File: src/rtl/adc_hostif_pkg.sv
package adc_hostif_pkg;

    localparam int DATA_W      = 12;
    localparam int SYNC_STAGES = 2;
    localparam int NUM_STROBES = 4;

    // bit positions of the strobes inside the synchroniser vector
    localparam int IDX_CS = 0;
    localparam int IDX_SH = 1;
    localparam int IDX_RD = 2;
    localparam int IDX_OE = 3;

    // idle level of each strobe: selects and strobes high, output enable low
    localparam logic [NUM_STROBES-1:0] STROBE_IDLE = 4'b0111;

    typedef struct packed {
        logic oe;
        logic rd_n;
        logic sh_n;
        logic cs_n;
    } strobe_t;

    typedef enum logic {
        CONV_IDLE = 1'b0,
        CONV_BUSY = 1'b1
    } conv_state_t;

    typedef struct packed {
        logic eoc;
        logic int_n;
        logic overrun;
    } flags_t;

    localparam flags_t FLAGS_RESET = '{eoc: 1'b1, int_n: 1'b1, overrun: 1'b0};

    function automatic logic bus_enable(input logic fast, input strobe_t lvl);
        return lvl.oe & (fast | (~lvl.cs_n & ~lvl.rd_n));
    endfunction

endpackage

File: src/rtl/adc_hostif_sync.sv
module adc_hostif_sync #(
    parameter int            N       = 4,
    parameter int            STAGES  = 2,
    parameter logic [N-1:0]  RST_VAL = '0
) (
    input  logic         clk,
    input  logic         rst,
    input  logic [N-1:0] din,
    output logic [N-1:0] level,
    output logic [N-1:0] fall
);

    localparam int CHAIN_W = STAGES + 1;

    for (genvar i = 0; i < N; i++) begin : g_bit
        logic [CHAIN_W-1:0] chain;

        always_ff @(posedge clk) begin
            if (rst) begin
                chain <= {CHAIN_W{RST_VAL[i]}};
            end else begin
                chain <= {chain[CHAIN_W-2:0], din[i]};
            end
        end

        // last synchroniser stage is the level; one more flop gives the edge
        assign level[i] = chain[STAGES-1];
        assign fall[i]  = chain[STAGES] & ~chain[STAGES-1];
    end

endmodule

File: src/rtl/adc_hostif_seq.sv
module adc_hostif_seq
    import adc_hostif_pkg::*;
#(
    parameter int DW = DATA_W
) (
    input  logic          clk,
    input  logic          rst,
    input  logic          fast,
    input  logic          sh_go,
    input  logic          rd_go,
    input  logic          conv_done,
    input  logic [DW-1:0] conv_data,
    output logic          conv_start,
    output flags_t        flags,
    output logic [DW-1:0] result
);

    conv_state_t state_q;

    always_ff @(posedge clk) begin
        if (rst) begin
            state_q    <= CONV_IDLE;
            conv_start <= 1'b0;
            flags      <= FLAGS_RESET;
            result     <= '0;
        end else begin
            conv_start <= 1'b0;
            unique case (state_q)
                CONV_IDLE: begin
                    if (sh_go) begin
                        state_q    <= CONV_BUSY;
                        conv_start <= 1'b1;
                        flags.eoc  <= 1'b0;
                    end
                end
                CONV_BUSY: begin
                    if (conv_done) begin
                        state_q   <= CONV_IDLE;
                        result    <= conv_data;
                        flags.eoc <= 1'b1;
                        if (!fast) begin
                            flags.int_n <= 1'b0;
                        end
                    end
                end
                default: state_q <= CONV_IDLE;
            endcase

            // lost sample request; a read in the same cycle wins
            if (sh_go && state_q == CONV_BUSY) begin
                flags.overrun <= 1'b1;
            end
            if (rd_go) begin
                flags.int_n   <= 1'b1;
                flags.overrun <= 1'b0;
            end
        end
    end

endmodule

File: src/rtl/adc_hostif_bus.sv
module adc_hostif_bus
    import adc_hostif_pkg::*;
#(
    parameter int DW = DATA_W
) (
    input  logic          fast,
    input  strobe_t       lvl,
    input  logic [DW-1:0] result,
    output logic [DW-1:0] data_out,
    output logic          data_oe
);

    assign data_oe  = bus_enable(fast, lvl);
    assign data_out = result;

endmodule

File: src/rtl/adc_hostif.sv
module adc_hostif
    import adc_hostif_pkg::*;
#(
    parameter int DW     = DATA_W,
    parameter int STAGES = SYNC_STAGES
) (
    input  logic          clk,
    input  logic          rst,
    input  logic          mode_fast,
    input  logic          cs_n,
    input  logic          sh_n,
    input  logic          rd_n,
    input  logic          oe,
    output logic          conv_start,
    input  logic          conv_done,
    input  logic [DW-1:0] conv_data,
    output logic          eoc,
    output logic          int_n,
    output logic          overrun,
    output logic [DW-1:0] data_out,
    output logic          data_oe
);

    strobe_t                raw;
    strobe_t                lvl;
    logic [NUM_STROBES-1:0] lvl_vec;
    logic [NUM_STROBES-1:0] fall_vec;
    logic                   sh_go;
    logic                   rd_go;
    flags_t                 flags;
    logic [DW-1:0]          result;

    assign raw = '{oe: oe, rd_n: rd_n, sh_n: sh_n, cs_n: cs_n};

    adc_hostif_sync #(
        .N       (NUM_STROBES),
        .STAGES  (STAGES),
        .RST_VAL (STROBE_IDLE)
    ) u_sync (
        .clk   (clk),
        .rst   (rst),
        .din   (raw),
        .level (lvl_vec),
        .fall  (fall_vec)
    );

    assign lvl   = strobe_t'(lvl_vec);
    assign sh_go = fall_vec[IDX_SH] & ~lvl.cs_n;
    assign rd_go = fall_vec[IDX_RD] & ~lvl.cs_n;

    adc_hostif_seq #(.DW(DW)) u_seq (
        .clk        (clk),
        .rst        (rst),
        .fast       (mode_fast),
        .sh_go      (sh_go),
        .rd_go      (rd_go),
        .conv_done  (conv_done),
        .conv_data  (conv_data),
        .conv_start (conv_start),
        .flags      (flags),
        .result     (result)
    );

    adc_hostif_bus #(.DW(DW)) u_bus (
        .fast     (mode_fast),
        .lvl      (lvl),
        .result   (result),
        .data_out (data_out),
        .data_oe  (data_oe)
    );

    assign eoc     = flags.eoc;
    assign int_n   = flags.int_n;
    assign overrun = flags.overrun;

endmodule

File: config.mk
export PLATFORM = sky130hd
export DESIGN_NAME = adc_hostif
export DESIGN_NICKNAME = d
export VERILOG_FILES = /design/src/rtl/adc_hostif_pkg.sv /design/src/rtl/adc_hostif_sync.sv /design/src/rtl/adc_hostif_seq.sv /design/src/rtl/adc_hostif_bus.sv /design/src/rtl/adc_hostif.sv
export SDC_FILE = /design/constraint.sdc
export NUM_CORES = 1
export LEC_CHECK = 0
export CORE_MARGIN = 2
export CORE_UTILIZATION = 40
export DETAILED_ROUTE_END_ITERATION = 10
export GPL_ROUTABILITY_DRIVEN = 0
export PLACE_DENSITY = 0.82
export RECOVER_POWER = 25
export SKIP_CTS_REPAIR_TIMING = 1
export SLEW_MARGIN = 20
export SYNTH_ARGS = -nofsm -noshare
export SYNTH_HDL_FRONTEND = slang
export SYNTH_SLANG_ARGS = --single-unit
File: constraint.sdc
create_clock -name clk -period 1.5 [get_ports clk]
set_clock_uncertainty 0.05 [all_clocks]
set_input_delay 0.15 -clock clk [delete_from_list [all_inputs] [get_ports clk]]
set_output_delay 0.15 -clock clk [all_outputs]
set_load 0.05 [all_outputs]
# After elaboration in Yosys (flattened, before gate mapping)
# Index checks and enable logic that the tools add are counted.
[totals]
reg_bits = 27
inputBits = 20
output_inout_bits = 17
word_cells = 37
[classes]
eq_ne = 2
muxes = 7
bitwise = 12
n_reduce_logical = 6
[ops]
columns = ["operator", "count"]
rows = [
  ["$and A1 B1 Y1", 6],
  ["$not A1 Y1", 5],
  ["$mux W1", 4],
  ["$pmux W1 S2", 2],
  ["$reduce_and A2 Y1", 2],
  ["$reduce_or A2 Y1", 2],
  ["$reduce_and A3 Y1", 1],
  ["$mux W2", 1],
  ["$ne A2 B1 Y1 const B", 1],
  ["$ne A2 B2 Y1 const B", 1],
  ["$logic_and A1 B1 Y1", 1],
  ["$or A1 B1 Y1", 1],
]

# Logic depth before layout (Yosys ltp)
[depth]
ltp_word = 5
depth_mapped = 4
ltp_nobuf = 2

# Modules after synthesis
# From an unflattened synthesis, not the netlist that was laid out.
[unflattened]
cells_unflattened = 120
hier_area_um2 = 1234.9
[modules_own_cells]
columns = ["module", "instances", "cells_per_inst", "area_each_um2", "seq_area_each_um2"]
rows = [
  ["adc_hostif_seq", 1, 71, 737.0, 340.3],
  ["adc_hostif_sync", 1, 33, 384.1, 240.2],
  ["adc_hostif_bus", 1, 14, 101.3, 0.0],
  ["adc_hostif", 1, 2, 12.5, 0.0],
]

# Worst setup path before layout
# No wires, ideal clock.
[synth_timing]
path_type = "flip-flop to flip-flop"
start = "reg, netlist name u_seq.result[0]"
end = "reg u_seq.result[0]"
setup_time_ns = 0.070
arrival_time_ns = 0.970
t_required_ns = 1.380
slack_ns = 0.409
path_stages_with_launch = 3
path_buffers = 0
synth_period_minus_slack_ns = 1.091
path_cell_list = "dfxtp_1 -> a21bo_1 -> a21oi_1"
[synth_lines]
columns = ["item", "line", "text"]
rows = [
  ["end signal, assigned", "adc_hostif_seq.sv:39", "result <= conv_data;"],
  ["end, declared", "adc_hostif_seq.sv:15", "output logic [DW-1:0] result"],
]

# Worst setup path in the final report
[layout_timing]
start = "reg u_sync.g_bit[0].chain[1]"
end = "out data_oe"
[layout_via]
elab_chain_cells = 4
[layout_rtl]
columns = ["item", "line", "text"]
rows = [
  ["start, declared", "adc_hostif_sync.sv:16", "logic [CHAIN_W-1:0] chain;"],
  ["start signal, assigned", "adc_hostif_sync.sv:20", "chain <= {CHAIN_W{RST_VAL[i]}};"],
  ["start signal, assigned", "adc_hostif_sync.sv:22", "chain <= {chain[CHAIN_W-2:0], din[i]};"],
  ["$not A1 Y1", "n/a", ""],
  ["$and A1 B1 Y1", "adc_hostif_pkg.sv:37", "return lvl.oe & (fast | (~lvl.cs_n & ~lvl.rd_n));"],
  ["$or A1 B1 Y1", "adc_hostif_pkg.sv:37", ""],
  ["$and A1 B1 Y1", "adc_hostif_pkg.sv:37", ""],
  ["end, declared", "adc_hostif.sv:21", "output logic data_oe"],
]
# No other way between the ends.

==> flow_summary.yaml <==
setup_path:
  rrSetupSlack_ns: 0.40
  cpLargestDelayFamily: "flip-flops"
  crit_type: "register to primary output"
  critical_path_buf_inv_count: 1
  critPathMaxFanout: 4
  cp-start-kind: "register"
  cp_cell_sequence: "nor2_1 > o21a_1 > buf_12"
  cp_slowest_cell: "dfxtp_1"
  cp-end-kind: "primary output"
  crit_required_ns: 1.30
  arrival_ns: 1.17
  slowest_delay_ns: 0.36
drt:
  drt_first_pass_iters: 4
  routed_wl_um: 2000
  vias_per_cell: 4.99
  initialDrtViolationCount: 9
  wire_per_inst_um: 12.3
  vias: 809
  drc: 0
  antenna_left: 0
finish:
  final.fill_count: 220
  drive_gt1_frac: 0.205
  instances_no_fill: 162
  finish.instance_area_sq_um: 1390
  final_util: 0.568
  diodes: 0
  layout.nets: 153
  area_growth_pct: 35.7
global_route:
  grt_overflow: 0
  grt_util_met3: 0.0492
  grt_pass1_wl_um: 3170
  busiest_layer: "met2"
  grt_max_degree: 28
  antenna_found_initial: 0
  use_met2: 0.276
  grt_pass1_vias: 743
  grt_usage: 0.152
  grt_use_met1: 0.163
sta:
  fmax_mhz: 731
  drv_slew: 0
  tightest_slew_ns: 0.871
  tns_ns: 0
  final-setup-viol-count: 0
  min_period_over_period: 0.912
  fin_ws_ns: 0.132
  timing.hold.ws_ns: 0.325
  period_needed_ns: 1.37
  slew_headroom: 0.419
  rsz0062_at_grt: "no"
  hold_violations: 0
clock_tree:
  insertion_delay_ns: 0.31
  cts-root-buf: "clkbuf_4"
  clock_path_buffers: 2
  cts_num_sinks: 27
  htreeDepth: 1
  cts_tree: "yes"
  clk_pin_slew_ns: 0.13
  cts_buffers: 3
floorplan:
  row_count: 18
  start_util: 0.418
  die-area_sq_um: 2990
  die_y_um: 54.7
  io_pins: 37
  die_x_um: 54.7
  core-area_sq_um: 2450
run:
  maxCapViolations: 0
yosys:
  synth_common_cells: "27 x dfxtp_1, 13 x a21oi_1, 12 x a21bo_1, 12 x nand3_1, 8 x or2_1"
  seq_area_frac_synth: 0.526
  synth-seq-cells: 27
  yosys.area.top_type: "dfxtp_1"
  yosysUniqueCellTypes: 22
  yosys_warnings: 0
  yosys-top-cells-area: "dfxtp_1 53%, a21bo_1 12%, a21oi_1 6.3%"
  synth_edf_count: 0
  synth.most_common_cell: "dfxtp_1"
  synth-main-ff-cell: "dfxtp_1"
  synthesis.area_sq_um: 1030
  syn_nets: 117
  synthArstFlopShare: 0
  synth_top_area_share: 0.526
  synth_cells: 97
  syn_area_per_cell_sq_um: 10.6
placed_design:
  place_area_sq_um: 1380
  dp.cells: 158
  dpl_worst_slack_ns: 0.206
  io_buffers: 36
  dp_hpwl_um: 1430
power_and_ir_drop:
  cellPowerDensity_nw_per_um2: 819
  leakage_nw: 0.547
  finalPower_mw: 1.14
  peakVddDrop_mv: 0.680
hold_path:
  hp-class: "primary input to register"
run_status:
  outcome: "complete, no violations"
## power by group
group | total, mW | switching (mW) | leakage, nW | internal [mW]
logic | 0.112 | 0.0466 | 0.312 | 0.0650
registers | 0.737 | 0.00604 | 0.220 | 0.731
clock network | 0.293 | 0.189 | 0.0150 | 0.104
total | 1.14 | 0.241 | 0.547 | 0.900
## worst register-to-register path: stages, from the launching register on
cell       delay [ns]
dfxtp_1          0.40
buf_4            0.21
nand4bb_1        0.12
a221oi_1         0.24
## cell families (layout without fill, tap and decap cells)
family,after synthesis,after routing,share of synthesized area
compound gates,31,31,0.229
buf+inv,11,46,0.0682
simple gates,28,28,0.177
flops,27,27,0.526
## final timing paths
path                            startpoint  cells past startpoint                       end
setup / recovery  u_sync.g_bit[0].chain[1]                      3                   data_oe
hold / removal                conv_data[1]                      3           u_seq.result[1]
setup reg to reg             u_seq.state_q                      3            u_seq.flags[0]
hold reg to reg   u_sync.g_bit[2].chain[0]                      1  u_sync.g_bit[2].chain[1]
## state kept, by name, indices dropped and copies added (netlist names)
signal              cells
u_seq.result           12
u_sync.g_bit.chain     10
u_seq.conv_start        1
u_seq.state_q           1
u_seq.flags             3
## cell type report
class | instances | area (sq um) | area share
Sequential cell | 27 | 541 | 0.388
Multi-Input combinational cell | 59 | 417 | 0.299
Timing Repair Buffer | 40 | 365 | 0.262
Tap cell | 30 | 37.5 | 0.0269
Clock buffer | 4 | 26.3 | 0.0189
Inverter | 2 | 7.51 | 0.00539
## routing by layer
metal | part of all wire | vias to the layer above
met5 | 0 | -
met4 | 0.010 | 0
met3 | 0.045 | 2
met2 | 0.52 | 16
met1 | 0.42 | 385
li1 | - | 406
## layout by cell type, fill, tap and decap left out
| master | instances |
|---|---|
| a221o_1 | 1 |
| nor2b_1 | 2 |
| clkbuf_1 | 1 |
| nand3b_1 | 1 |
| o21bai_1 | 1 |
| clkdlybuf4s50_1 | 19 |
| nor3_2 | 1 |
| a21oi_1 | 13 |
| nor4b_2 | 1 |
| or2_1 | 8 |
| buf_4 | 19 |
| nand3_1 | 12 |
| buf_12 | 1 |
| or3b_4 | 1 |
| inv_1 | 2 |
| a221oi_1 | 1 |
| a21bo_1 | 12 |
| a21o_1 | 1 |
| nand4bb_1 | 1 |
| dfxtp_1 | 27 |
| o21a_1 | 1 |
| nor2_1 | 1 |
| dlymetal6s4s_1 | 1 |
| a21oi_2 | 1 |
| clkbuf_4 | 3 |
(Power assumes the default switching activity.)
